### config.mk
export PLATFORM = sky130hd
export DESIGN_NAME = hpt_walker
export DESIGN_NICKNAME = d
export VERILOG_FILES = /design/src/rtl/hpt_pkg.sv /design/src/rtl/hpt_slot_gen.sv /design/src/rtl/hpt_tag_match.sv /design/src/rtl/hpt_walker.sv
export SDC_FILE = /design/constraint.sdc
export NUM_CORES = 1
export LEC_CHECK = 0
export ABC_CLOCK_PERIOD_IN_PS = 3500
export BUFFER_PORTS_ARGS = -buffer_cell sky130_fd_sc_hd__buf_4
export CORE_MARGIN = 2
export CORE_UTILIZATION = 47
export CTS_CLUSTER_SIZE = 40
export DETAILED_ROUTE_END_ITERATION = 10
export GPL_TIMING_DRIVEN = 0
export PLACE_DENSITY = 0.71
export SETUP_SLACK_MARGIN = 0.05
export SKIP_LAST_GASP = 1
export SLEW_MARGIN = 20
export SYNTH_ARGS = -nofsm -noshare
export SYNTH_HDL_FRONTEND = slang
export SYNTH_SLANG_ARGS = --single-unit
export TNS_END_PERCENT = 50
### constraint.sdc
create_clock -name clk -period 3.5 [get_ports clk]
set_input_delay 0.175 -clock clk [delete_from_list [all_inputs] [get_ports clk]]
set_output_delay 0.175 -clock clk [all_outputs]
set_load 0.01 [all_outputs]
### src/rtl/hpt_pkg.sv
package hpt_pkg;
  parameter int VA_W    = 32;
  parameter int PAGE_W  = 12;
  parameter int VPN_W   = VA_W - PAGE_W;
  parameter int PID_W   = 8;
  parameter int LOG2_W  = 5;
  parameter int PROBE_W = 8;
  parameter int RSV_W   = VA_W - 1 - PID_W - VPN_W;
  parameter int SLOT_SH = 3;

  typedef enum logic [1:0] {ST_IDLE, ST_TAG, ST_MAP} walk_state_t;

  // all-ones in the low lg bits of a slot index
  function automatic logic [VPN_W-1:0] slot_mask(input logic [LOG2_W-1:0] lg);
    return ~({VPN_W{1'b1}} << lg);
  endfunction

  function automatic logic [VPN_W-1:0] hash_slot(input logic [VPN_W-1:0] vpn,
                                                 input logic [PID_W-1:0] pid,
                                                 input logic [VPN_W-1:0] mask);
    return (vpn ^ VPN_W'(pid)) & mask;
  endfunction

  function automatic logic [VA_W-1:0] slot_addr(input logic [VA_W-1:0] base,
                                                input logic [VPN_W-1:0] slot,
                                                input logic map_word);
    return base + (VA_W'(slot) << SLOT_SH) + (map_word ? VA_W'(4) : VA_W'(0));
  endfunction
endpackage

### src/rtl/hpt_slot_gen.sv
module hpt_slot_gen
  import hpt_pkg::*;
(
  input  logic [VPN_W-1:0] req_vpn,
  input  logic [PID_W-1:0] req_pid,
  input  logic [VPN_W-1:0] home_mask,
  input  logic [VPN_W-1:0] cur_slot,
  input  logic [VPN_W-1:0] wrap_mask,
  output logic [VPN_W-1:0] home_slot,
  output logic [VPN_W-1:0] next_slot
);
  assign home_slot = hash_slot(req_vpn, req_pid, home_mask);
  assign next_slot = (cur_slot + VPN_W'(1)) & wrap_mask;
endmodule

### src/rtl/hpt_tag_match.sv
module hpt_tag_match
  import hpt_pkg::*;
(
  input  logic [VA_W-1:0]  word0,
  input  logic [VPN_W-1:0] vpn,
  input  logic [PID_W-1:0] pid,
  output logic             slot_live,
  output logic             tag_hit
);
  assign slot_live = word0[VA_W-1];
  assign tag_hit   = slot_live && (word0[VA_W-2:0] == {{RSV_W{1'b0}}, pid, vpn});
endmodule

### src/rtl/hpt_walker.sv
module hpt_walker
  import hpt_pkg::*;
(
  input  logic               clk,
  input  logic               rst_n,
  input  logic               req_valid,
  output logic               req_ready,
  input  logic [VA_W-1:0]    req_vaddr,
  input  logic [PID_W-1:0]   req_pid,
  input  logic [VA_W-1:0]    cfg_table_base,
  input  logic [LOG2_W-1:0]  cfg_slot_log2,
  input  logic [PROBE_W-1:0] cfg_probe_limit,
  output logic               mem_rd_req,
  output logic [VA_W-1:0]    mem_rd_addr,
  input  logic               mem_rd_ack,
  input  logic [VA_W-1:0]    mem_rd_data,
  output logic               rsp_valid,
  output logic               rsp_fault,
  output logic [VA_W-1:0]    rsp_paddr,
  output logic [PAGE_W-1:0]  rsp_attr,
  output logic [PROBE_W-1:0] rsp_probes
);
  walk_state_t        state_q;
  logic [VA_W-1:0]    vaddr_q, base_q;
  logic [PID_W-1:0]   pid_q;
  logic [VPN_W-1:0]   mask_q, slot_q;
  logic [PROBE_W-1:0] lim_q, probes_q;

  logic               rsp_valid_q, rsp_fault_q;
  logic [VA_W-1:0]    rsp_paddr_q;
  logic [PAGE_W-1:0]  rsp_attr_q;
  logic [PROBE_W-1:0] rsp_probes_q;

  logic [VPN_W-1:0]   home_slot, next_slot;
  logic               slot_live, tag_hit;

  hpt_slot_gen u_slot_gen (
    .req_vpn   (req_vaddr[VA_W-1:PAGE_W]),
    .req_pid   (req_pid),
    .home_mask (slot_mask(cfg_slot_log2)),
    .cur_slot  (slot_q),
    .wrap_mask (mask_q),
    .home_slot (home_slot),
    .next_slot (next_slot)
  );

  hpt_tag_match u_tag_match (
    .word0     (mem_rd_data),
    .vpn       (vaddr_q[VA_W-1:PAGE_W]),
    .pid       (pid_q),
    .slot_live (slot_live),
    .tag_hit   (tag_hit)
  );

  // named events for the FSM and the assertions
  logic accept, in_map, tag_ack, lim_reached, end_fault, advance, map_done;
  assign req_ready   = (state_q == ST_IDLE);
  assign accept      = req_ready && req_valid;
  assign in_map      = (state_q == ST_MAP);
  assign tag_ack     = (state_q == ST_TAG) && mem_rd_ack;
  assign lim_reached = (probes_q >= lim_q);
  assign end_fault   = tag_ack && (!slot_live || (!tag_hit && lim_reached));
  assign advance     = tag_ack && slot_live && !tag_hit && !lim_reached;
  assign map_done    = in_map && mem_rd_ack;

  assign mem_rd_req  = (state_q != ST_IDLE);
  assign mem_rd_addr = slot_addr(base_q, slot_q, in_map);

  always_ff @(posedge clk or negedge rst_n) begin
    if (!rst_n) begin
      state_q      <= ST_IDLE;
      vaddr_q      <= '0;
      base_q       <= '0;
      pid_q        <= '0;
      mask_q       <= '0;
      slot_q       <= '0;
      lim_q        <= '0;
      probes_q     <= '0;
      rsp_valid_q  <= 1'b0;
      rsp_fault_q  <= 1'b0;
      rsp_paddr_q  <= '0;
      rsp_attr_q   <= '0;
      rsp_probes_q <= '0;
    end else begin
      rsp_valid_q <= 1'b0;
      case (state_q)
        ST_IDLE: if (accept) begin
          vaddr_q  <= req_vaddr;
          pid_q    <= req_pid;
          base_q   <= cfg_table_base;
          mask_q   <= slot_mask(cfg_slot_log2);
          lim_q    <= cfg_probe_limit;
          slot_q   <= home_slot;
          probes_q <= PROBE_W'(1);
          state_q  <= ST_TAG;
        end
        ST_TAG: begin
          if (tag_ack && tag_hit) state_q <= ST_MAP;
          if (advance) begin
            slot_q   <= next_slot;
            probes_q <= probes_q + PROBE_W'(1);
          end
          if (end_fault) begin
            state_q      <= ST_IDLE;
            rsp_valid_q  <= 1'b1;
            rsp_fault_q  <= 1'b1;
            rsp_paddr_q  <= '0;
            rsp_attr_q   <= '0;
            rsp_probes_q <= probes_q;
          end
        end
        ST_MAP: if (map_done) begin
          state_q      <= ST_IDLE;
          rsp_valid_q  <= 1'b1;
          rsp_fault_q  <= 1'b0;
          rsp_paddr_q  <= {mem_rd_data[VA_W-1:PAGE_W], vaddr_q[PAGE_W-1:0]};
          rsp_attr_q   <= mem_rd_data[PAGE_W-1:0];
          rsp_probes_q <= probes_q;
        end
        default: state_q <= ST_IDLE;
      endcase
    end
  end

  assign rsp_valid  = rsp_valid_q;
  assign rsp_fault  = rsp_fault_q;
  assign rsp_paddr  = rsp_paddr_q;
  assign rsp_attr   = rsp_attr_q;
  assign rsp_probes = rsp_probes_q;

  AST_READ_HELD: assert property (@(posedge clk) disable iff (!rst_n)
    (mem_rd_req && !mem_rd_ack) |=> (mem_rd_req && $stable(mem_rd_addr)));
  AST_MAP_AFTER_HIT: assert property (@(posedge clk) disable iff (!rst_n)
    $rose(in_map) |-> $past(tag_hit && mem_rd_ack));
  AST_READ_IN_TABLE: assert property (@(posedge clk) disable iff (!rst_n)
    mem_rd_req |-> (((mem_rd_addr - base_q) >> SLOT_SH) <= VA_W'(mask_q)));
  AST_PROBE_BOUND: assert property (@(posedge clk) disable iff (!rst_n)
    rsp_valid |-> (rsp_probes != '0 && (rsp_probes <= lim_q || lim_q == '0)));
  AST_SINGLE_PULSE: assert property (@(posedge clk) disable iff (!rst_n)
    rsp_valid |=> !rsp_valid);
  AST_FAULT_BLANK: assert property (@(posedge clk) disable iff (!rst_n)
    (rsp_valid && rsp_fault) |-> (rsp_paddr == '0 && rsp_attr == '0));
endmodule

==> flow_summary.ini, run 1 <==
[sta]
final-setup-viol-count = 0
rsz0062_at_grt = true
hold_viol_final = 0
finClkSkew_ps = 13.1
timing.final.crit_period_ps = 3500
maxSlewViolCount = 0
tightestPinTransition_ps = 845
layout_setup_ws_ps = 1.24
maxSlewHeadroom_pct = 43.7
period_share_pct = 100
fmax_mhz = 286

[logic_synthesis]
netlist_area_sq_um = 9620
syn_inst = 967
synthDistinctLibCells = 68
seq_area_frac_synth_pct = 47.8
avgSynthCellArea_sq_um = 9.95
synth_top_area_share_pct = 47.8
synth_fp_nets = 1123
synth_edf_count = 0
ys_top_cells_by_area = dfrtp_1 48%, mux2_2 8.4%, nand2_1 6.9%
synth_top_area_cell = dfrtp_1
synthFlopType = dfrtp_1
ys_async_sr_fraction_pct = 100
synth-seq-cells = 184
yosysWarnings = 0

[min_path]
hold_class = input pin to register
min_path_cells = 3
hold_path.startpoint = mem_rd_data[4]
min_to = rsp_attr[4]

[global_routing]
grtUsageTotal_pct = 25.8
antenna_found_initial = 1
grt_pass1_wl_um = 44000
grt_pass1_vias = 8486
grt_max_degree = 66
overflow = 0

[die]
fp.dieW_um = 147
initial_utilization_pct = 47.7
dieArea_sq_um = 21600
io-pin-count = 209
rows = 52
die_h_um = 147
core_sq_um = 20200

[final_layout]
fin_area_sq_um = 13100
layout_common_cells = 217 x buf_4, 184 x dfrtp_1, 178 x nand2_1
nFillCells = 1705
final_common_cell = buf_4
drive_above_1_share_pct = 27.9
final_cell_count_no_fill = 1566
final_util_pct = 65.0
nNetsFinal = 1438
syn2layout_area_growth_pct = 36.2

[worst_setup_path]
crit_slowest_cell = dfrtp_1
endpoint_kind = output port
critPathMaxStageDelay_ps = 410
reg2reg_from = probes_q[0]
required_ps = 3320
ff2ff_path_depth = 10
rr_endpoint = slot_q[5]
worst-path-max-fanout = 4
cp-start-kind = register
ff2ff_setup_slack_ps = 650
worstPathArrival_ps = 3320
path_cells = ha_4, ha_4, fa_2, a211oi_4, o211ai_2, a41oi_2, o22ai_4, a2111oi_4, buf_4, nor3_2, xor2_1, buf_4
critPathKind = register to output port

[routing]
drt-wirelength-per-cell_um = 17.5
drt-pass1-iter-count = 5
routed_wl_um = 27300
drc_errors = 0
ant_nets = 0
num_vias = 8422
viasPerCell = 5.38
drt-initial-drc-count = 478

[clocking]
cts_tree = yes
clk_latency_ps = 440
cts.root.buffer_cell = clkbuf_16
ctsLongestPathBuffers = 2
clkTransAtPathRegs_ps = 80
numCtsBuffers = 17
clkSinkCount = 184
htreeDepth = 4

[placement]
pre_cts_ws_ps = 34.2
gp_congestion = 0.879
placedCellCount = 1445
dpl-instance-area_sq_um = 11600
dp_hpwl_um = 20300
port_buffers = 206

[outcome]
status = finished clean

[pwr]
p_per_area_nw_per_um2 = 922
power_mw = 12.1
power.leakage_nw = 5.97
vdd_ir_drop_max_v = 0.000559

[run]
drv_cap = 0
## cells by family (layout without fill, tap and decap cells)
| family | Yosys count | in the layout | share of synthesized area, % |
|---|---|---|---|
| AND/OR/NAND/NOR | 322 | 322 | 15.2 |
| AO/OA/AOI/OAI | 213 | 213 | 13.8 |
| flip-flops | 184 | 184 | 47.8 |
| multiplexers | 80 | 80 | 9.35 |
| XOR/XNOR | 67 | 67 | 6.10 |
| buffers and inverters | 66 | 394 | 3.07 |
| adder cells (fa/ha/maj) | 35 | 35 | 4.63 |
| other | 0 | 1 | 0 |
## layout make-up
class                      count  area (sq um)  share of cell area [%]
tap                          270           338                    2.58
sequential                   184          4600                    35.1
inverter                      18          67.6                   0.516
multi-input combinational    717          4780                    36.5
clock buffer                  17           425                    3.25
antenna                        1          2.50                  0.0191
timing repair buffer         296          2470                    18.8
buffer                        48           228                    1.74
clock inverter                15           194                    1.48
## cell usage after synthesis, drive strengths merged (5+ instances only)
cell / count
nand2b: 7
ha: 34
and3: 10
nand4: 13
clkbuf: 29
nor3: 20
dfrtp: 184
inv: 18
a21o: 10
nand3: 21
xor2: 14
or2: 7
o21ai: 111
nor2: 39
nand2: 178
buf: 19
xnor2: 53
nor2b: 6
a31oi: 15
o211ai: 5
mux2: 79
a21oi: 36
## sequential cells by signal (all words and copies together) (netlist names)
register / cells
rsp_fault: 1
rsp_probes: 8
state_q: 2
base_q: 32
pid_q: 8
rsp_paddr: 32
probes_q: 8
slot_q: 20
mask_q: 20
vaddr_q: 32
rsp_valid: 1
lim_q: 8
rsp_attr: 12
## metal layers
layer  up-vias  track usage, %  wire, um
li1       4025               -         -
met1      4100            34.1     11600
met2       255            43.6     13600
met3        42            4.57      1560
met4         0            7.60       592
met5         -               0         0
## per-stage QoR
step                      hold WS, ps  TNS [ps]
after detailed placement          162         0
after global routing             1.20     -1030
after floorplan                  -121         0
after global placement            379         0
final                            9.28         0
after CTS                        1.15      -202
## power by group
group	internal (mW)	leakage, nW	switching, mW
logic	3.01	3.36	3.24
registers	3.10	2.31	0.722
clock network	1.04	0.300	0.968
## timing repair
| action | 4_1_cts | 5_1_grt |
|---|---|---|
| resized for setup | 9 | 2 |
| hold endpoints to repair | 141 | 0 |
| buffers inserted | 6 | 3 |
| pin swaps | 10 | 6 |
| hold buffers | 79 | 0 |
| endpoints found under the setup margin | 12 | 14 |
## worst max-delay path: cells and delay by family (launching register included)
kind            cells  cell delay [ps]
compound gates      5             1150
fa+ha+maj           3              720
flops               1              410
buf+inv             2              340
xor+xnor            1              200
simple gates        1               50
## how the worst max path moves through the flow
stage | from | end | slack [ps] | cells after the start
finish | state_q[1] | mem_rd_addr[30] | 1 | 12
global route | state_q[0] | mem_rd_addr[26] | -170 | 13
CTS | state_q[1] | mem_rd_addr[30] | -50 | 12
detailed placement | state_q[0] | mem_rd_addr[24] | 30 | 12
global placement | state_q[0] | mem_rd_addr[24] | 90 | 12
floorplan | state_q[0] | mem_rd_addr[26] | 530 | 11
Power figures use the tool's default switching activity.
==> inputs of run 2 (changes only) <==
BUFFER_PORTS_ARGS = not set   (was -buffer_cell sky130_fd_sc_hd__buf_4)
DONT_BUFFER_PORTS = 1   (was not set)
PLACE_DENSITY = 0.64   (was 0.71)
==> flow_summary.ini, run 2 (synthesis results as in run 1) <==
[global_routing]
antenna_found_initial = 3
grt_pass1_vias = 7953
grt_pass1_wl_um = 43400
grtUsageTotal_pct = 25.7
grt_max_degree = 185
overflow = 0

[pwr]
switching_share_pct = 43.0
p_int_mw = 6.21
vdd_ir_drop_max_v = 0.000561
power_switching_mw = 4.69
power_mw = 10.9
p_comb_share_pct = 45.5
p_per_area_nw_per_um2 = 918
power.leakage_nw = 5.08
p_clk_share_pct = 17.6
p_seq_share_pct = 36.9

[die]
dieArea_sq_um = 21600
die_h_um = 147
fp.dieW_um = 147
initial_utilization_pct = 47.7
core_sq_um = 20200
io-pin-count = 209
rows = 52

[worst_setup_path]
critPathKind = register to output port
cp-start-kind = register
worstPathArrival_ps = 3280
required_ps = 3320
worst-path-max-fanout = 4
endpoint_kind = output port

[routing]
ant_nets = 0
num_vias = 7917
drt-pass1-iter-count = 5
routed_wl_um = 27400
drt-wirelength-per-cell_um = 19.6
drt-initial-drc-count = 609
drc_errors = 0
viasPerCell = 5.67

[sta]
final-setup-viol-count = 0
hold_viol_final = 184
tightestPinTransition_ps = 807
rsz0062_at_grt = true
hold_slack_ps = -563
maxSlewViolCount = 0
fmax_mhz = 290
maxSlewHeadroom_pct = 46.2
finClkSkew_ps = 7.51
period_share_pct = 98.6
timing.final.crit_period_ps = 3450

[final_layout]
syn2layout_area_growth_pct = 23.5
nNetsFinal = 1266
final_cell_count_no_fill = 1396
drive_above_1_share_pct = 14.1
layout_common_cells = 184 x dfrtp_1, 178 x nand2_1, 115 x dlygate4sd3_1
final_common_cell = dfrtp_1

[clocking]
ctsLongestPathBuffers = 2
htreeDepth = 4
numCtsBuffers = 17
clk_latency_ps = 440
cts.root.buffer_cell = clkbuf_16
clkTransAtPathRegs_ps = 70
clkSinkCount = 184
cts_hold_buffers = 115
cts_tree = yes

[placement]
gp_congestion = 0.846
placedCellCount = 1237
dp_hpwl_um = 19200
port_buffers = 0

[outcome]
violations = negative hold slack
status = complete, but fails checks

[min_path]
hold_class = input pin to asynchronous set/reset pin

[run]
drv_cap = 0
[run 2: path summary, 6_finish.rpt]
| check | cells after the start | slack [ps] | end | start |
|---|---|---|---|---|
| max | 11 | 50 | mem_rd_addr[30] | state_q[1] |
| min | 0 | -560 | base_q[1] | rst_n |
| max reg2reg | 9 | 620 | slot_q[19] | state_q[0] |
| min reg2reg | 2 | 470 | mask_q[8] | mask_q[8] |
| max in group asynchronous | 0 | 3810 | vaddr_q[23] | rst_n |
| min in group clk | 3 | 20 | slot_q[6] | req_vaddr[18] |
[run 2: repair_timing]
| item | in CTS | in global routing |
|---|---|---|
| pin swaps | 10 | 12 |
| cloned | 0 | 0 |
| setup buffers | 6 | 3 |
| endpoints found under the hold margin | 307 | 184 |
| setup endpoints to repair | 9 | 11 |
| resized for setup | 10 | 9 |
[run 2: power by group through the flow]
stage | registers, mW | logic (mW) | clock network [mW]
after floorplan | 3.78 | 3.67 | 0
after global placement | 4.01 | 4.50 | 0
after detailed placement | 4.04 | 4.60 | 0
after CTS | 4.01 | 4.85 | 1.96
after global routing | 4.14 | 5.49 | 2.04
final | 4.02 | 4.96 | 1.92
[run 2: routing by layer]
layer / wire, um / global-route usage (%) / up-vias
li1: - / - / 3671
met2: 13200 / 41.2 / 329
met5: 0 / 0 / -
met3: 2020 / 6.55 / 72
met4: 988 / 11.2 / 0
met1: 11100 / 33.2 / 3845
[run 2: cell type report]
class                   instances  area [sq um]
flip-flops and latches        184          4600
fillers                      1739          8290
repair buffers                124          1220
well taps                     270           338
clock buffers                  17           425
plain buffers                  48           228
multi-input cells             717          4830
diodes                          3          7.51
clock inverters                15           159
inverters                      18          67.6
[run 2: stage by stage]
| step | instance area (sq um) | setup WS, ps | utilization, % | hold slack [ps] | setup TNS [ps] |
|---|---|---|---|---|---|
| 2_1_floorplan | 9620 | 532 | - | -121 | 0 |
| 3_3_place_gp | 9960 | 124 | 49.4 | -115 | 0 |
| 3_5_place_dp | 9960 | 76.7 | 49.4 | -115 | 0 |
| 4_1_cts | 11800 | 19.8 | 58.5 | -583 | 0 |
| 5_1_grt | 11900 | -102 | 58.9 | -588 | -364 |
| 6_report | 11900 | 49.4 | 58.9 | -563 | 0 |
[run 2: critical path, stage by stage (launching register included)]
cell,delay [ps]
dfrtp_1,410
ha_4,190
ha_4,160
fa_2,360
a211oi_4,260
o211ai_2,150
a41oi_2,300
o22ai_4,160
a2111oi_4,370
buf_6,180
nor3_4,50
xor2_2,250
==> inputs of run 3 (changes only) <==
CTS_BUF_LIST = sky130_fd_sc_hd__clkbuf_4   (was not set)
==> flow_summary.ini, run 3 (synthesis results as in run 1) <==
[clocking]
htreeDepth = 4
clkTransAtPathRegs_ps = 160
clkSinkCount = 184
clk_latency_ps = 600
cts.root.buffer_cell = clkbuf_4
cts_tree = yes
cts_hold_buffers = 119
ctsLongestPathBuffers = 2
numCtsBuffers = 17

[worst_setup_path]
rr_endpoint = slot_q[19]
worst-path-max-fanout = 4
ff2ff_setup_slack_ps = 650
critPathKind = register to output port
worstPathArrival_ps = 3480
required_ps = 3320
ff2ff_path_depth = 9
reg2reg_from = state_q[0]
cp-start-kind = register
endpoint_kind = output port

[run]
drv_cap = 0

[pwr]
p_per_area_nw_per_um2 = 882
vdd_ir_drop_max_v = 0.000495
power_mw = 10.3
power.leakage_nw = 4.99

[sta]
final-setup-viol-count = 5
fmax_mhz = 274
rsz0062_at_grt = true
tightestPinTransition_ps = 805
hold_slack_ps = -745
period_share_pct = 104
maxSlewHeadroom_pct = 46.3
maxSlewViolCount = 0
hold_viol_final = 184
finClkSkew_ps = 19.2
layout_setup_ws_ps = -156
timing.final.crit_period_ps = 3660

[final_layout]
layout_common_cells = 182 x dfrtp_1, 178 x nand2_1, 119 x dlygate4sd3_1
final_common_cell = dfrtp_1
drive_above_1_share_pct = 15.1
final_util_pct = 58.0
syn2layout_area_growth_pct = 21.5
nNetsFinal = 1272
fin_area_sq_um = 11700

[routing]
routed_wl_um = 27300
drt-initial-drc-count = 502
drc_errors = 0
drt-wirelength-per-cell_um = 19.5
num_vias = 7842
drt-pass1-iter-count = 5
viasPerCell = 5.59
ant_nets = 0

[die]
rows = 52
initial_utilization_pct = 47.7
die_h_um = 147
dieArea_sq_um = 21600
fp.dieW_um = 147
core_sq_um = 20200
io-pin-count = 209

[placement]
gp_congestion = 0.846
port_buffers = 0
dpl-instance-area_sq_um = 9960
dp_hpwl_um = 19200
pre_cts_ws_ps = 76.7

[global_routing]
grt_pass1_wl_um = 42900
antenna_found_initial = 3
grtUsageTotal_pct = 25.4
grt_max_degree = 185
grt_pass1_vias = 7918
overflow = 0

[outcome]
violations = negative hold slack, negative setup slack
status = complete, but fails checks

[min_path]
hold_class = input pin to asynchronous set/reset pin
==> run 3: report_power, final <==
group / switching [mW] / internal, mW
clock network: 0.828 / 0.380
logic: 2.93 / 2.17
registers: 0.922 / 3.09
==> run 3: how the worst max path moves through the flow <==
stage               startpoint               to  cells past startpoint
global placement    state_q[0]  mem_rd_addr[26]                     11
floorplan           state_q[0]  mem_rd_addr[26]                     11
detailed placement  state_q[0]  mem_rd_addr[26]                     11
global route        state_q[0]  mem_rd_addr[30]                     12
finish              state_q[1]  mem_rd_addr[30]                     11
CTS                 state_q[1]  mem_rd_addr[24]                     11
==> run 3: metrics by stage <==
stage               TNS [ps]  std cells
floorplan                  0        967
global placement           0       1237
detailed placement         0       1237
CTS                     -962       1394
global route           -1590       1401
finish                  -578       1402
==> run 3: layout make-up <==
cell class	count	area, sq um
Fill cell	1772	8470
Clock inverter	15	159
Clock buffer	17	128
Antenna cell	3	7.51
Timing Repair Buffer	130	1280
Inverter	18	67.6
Multi-Input combinational cell	717	4880
Buffer	48	228
Sequential cell	184	4610
Tap cell	270	338
==> run 3: critical path: stages (launching register included) <==
cell and delay, ps:
dfrtp_1 440, ha_4 190, ha_4 160, fa_2 360, a211oi_4 250, o211ai_2 140, a41oi_2 300, o22ai_4 160
a2111oi_4 400, buf_6 190, nor3_4 50, xor2_2 250
==> run 3: timing repair <==
item / in CTS / in global routing
endpoints found under the hold margin: 336 / 184
pin swaps: 11 / 17
gates cloned: 0 / 0
resized for setup: 13 / 18
setup buffers: 6 / 5
setup endpoints to repair: 16 / 15
==> run 3: routing by layer <==
metal	routed length [um]	global-route usage (%)	vias to the layer above
li1	-	-	3682
met1	11400	33.3	3798
met2	13100	41.2	297
met3	1790	5.68	65
met4	916	9.90	0
met5	0	0	-
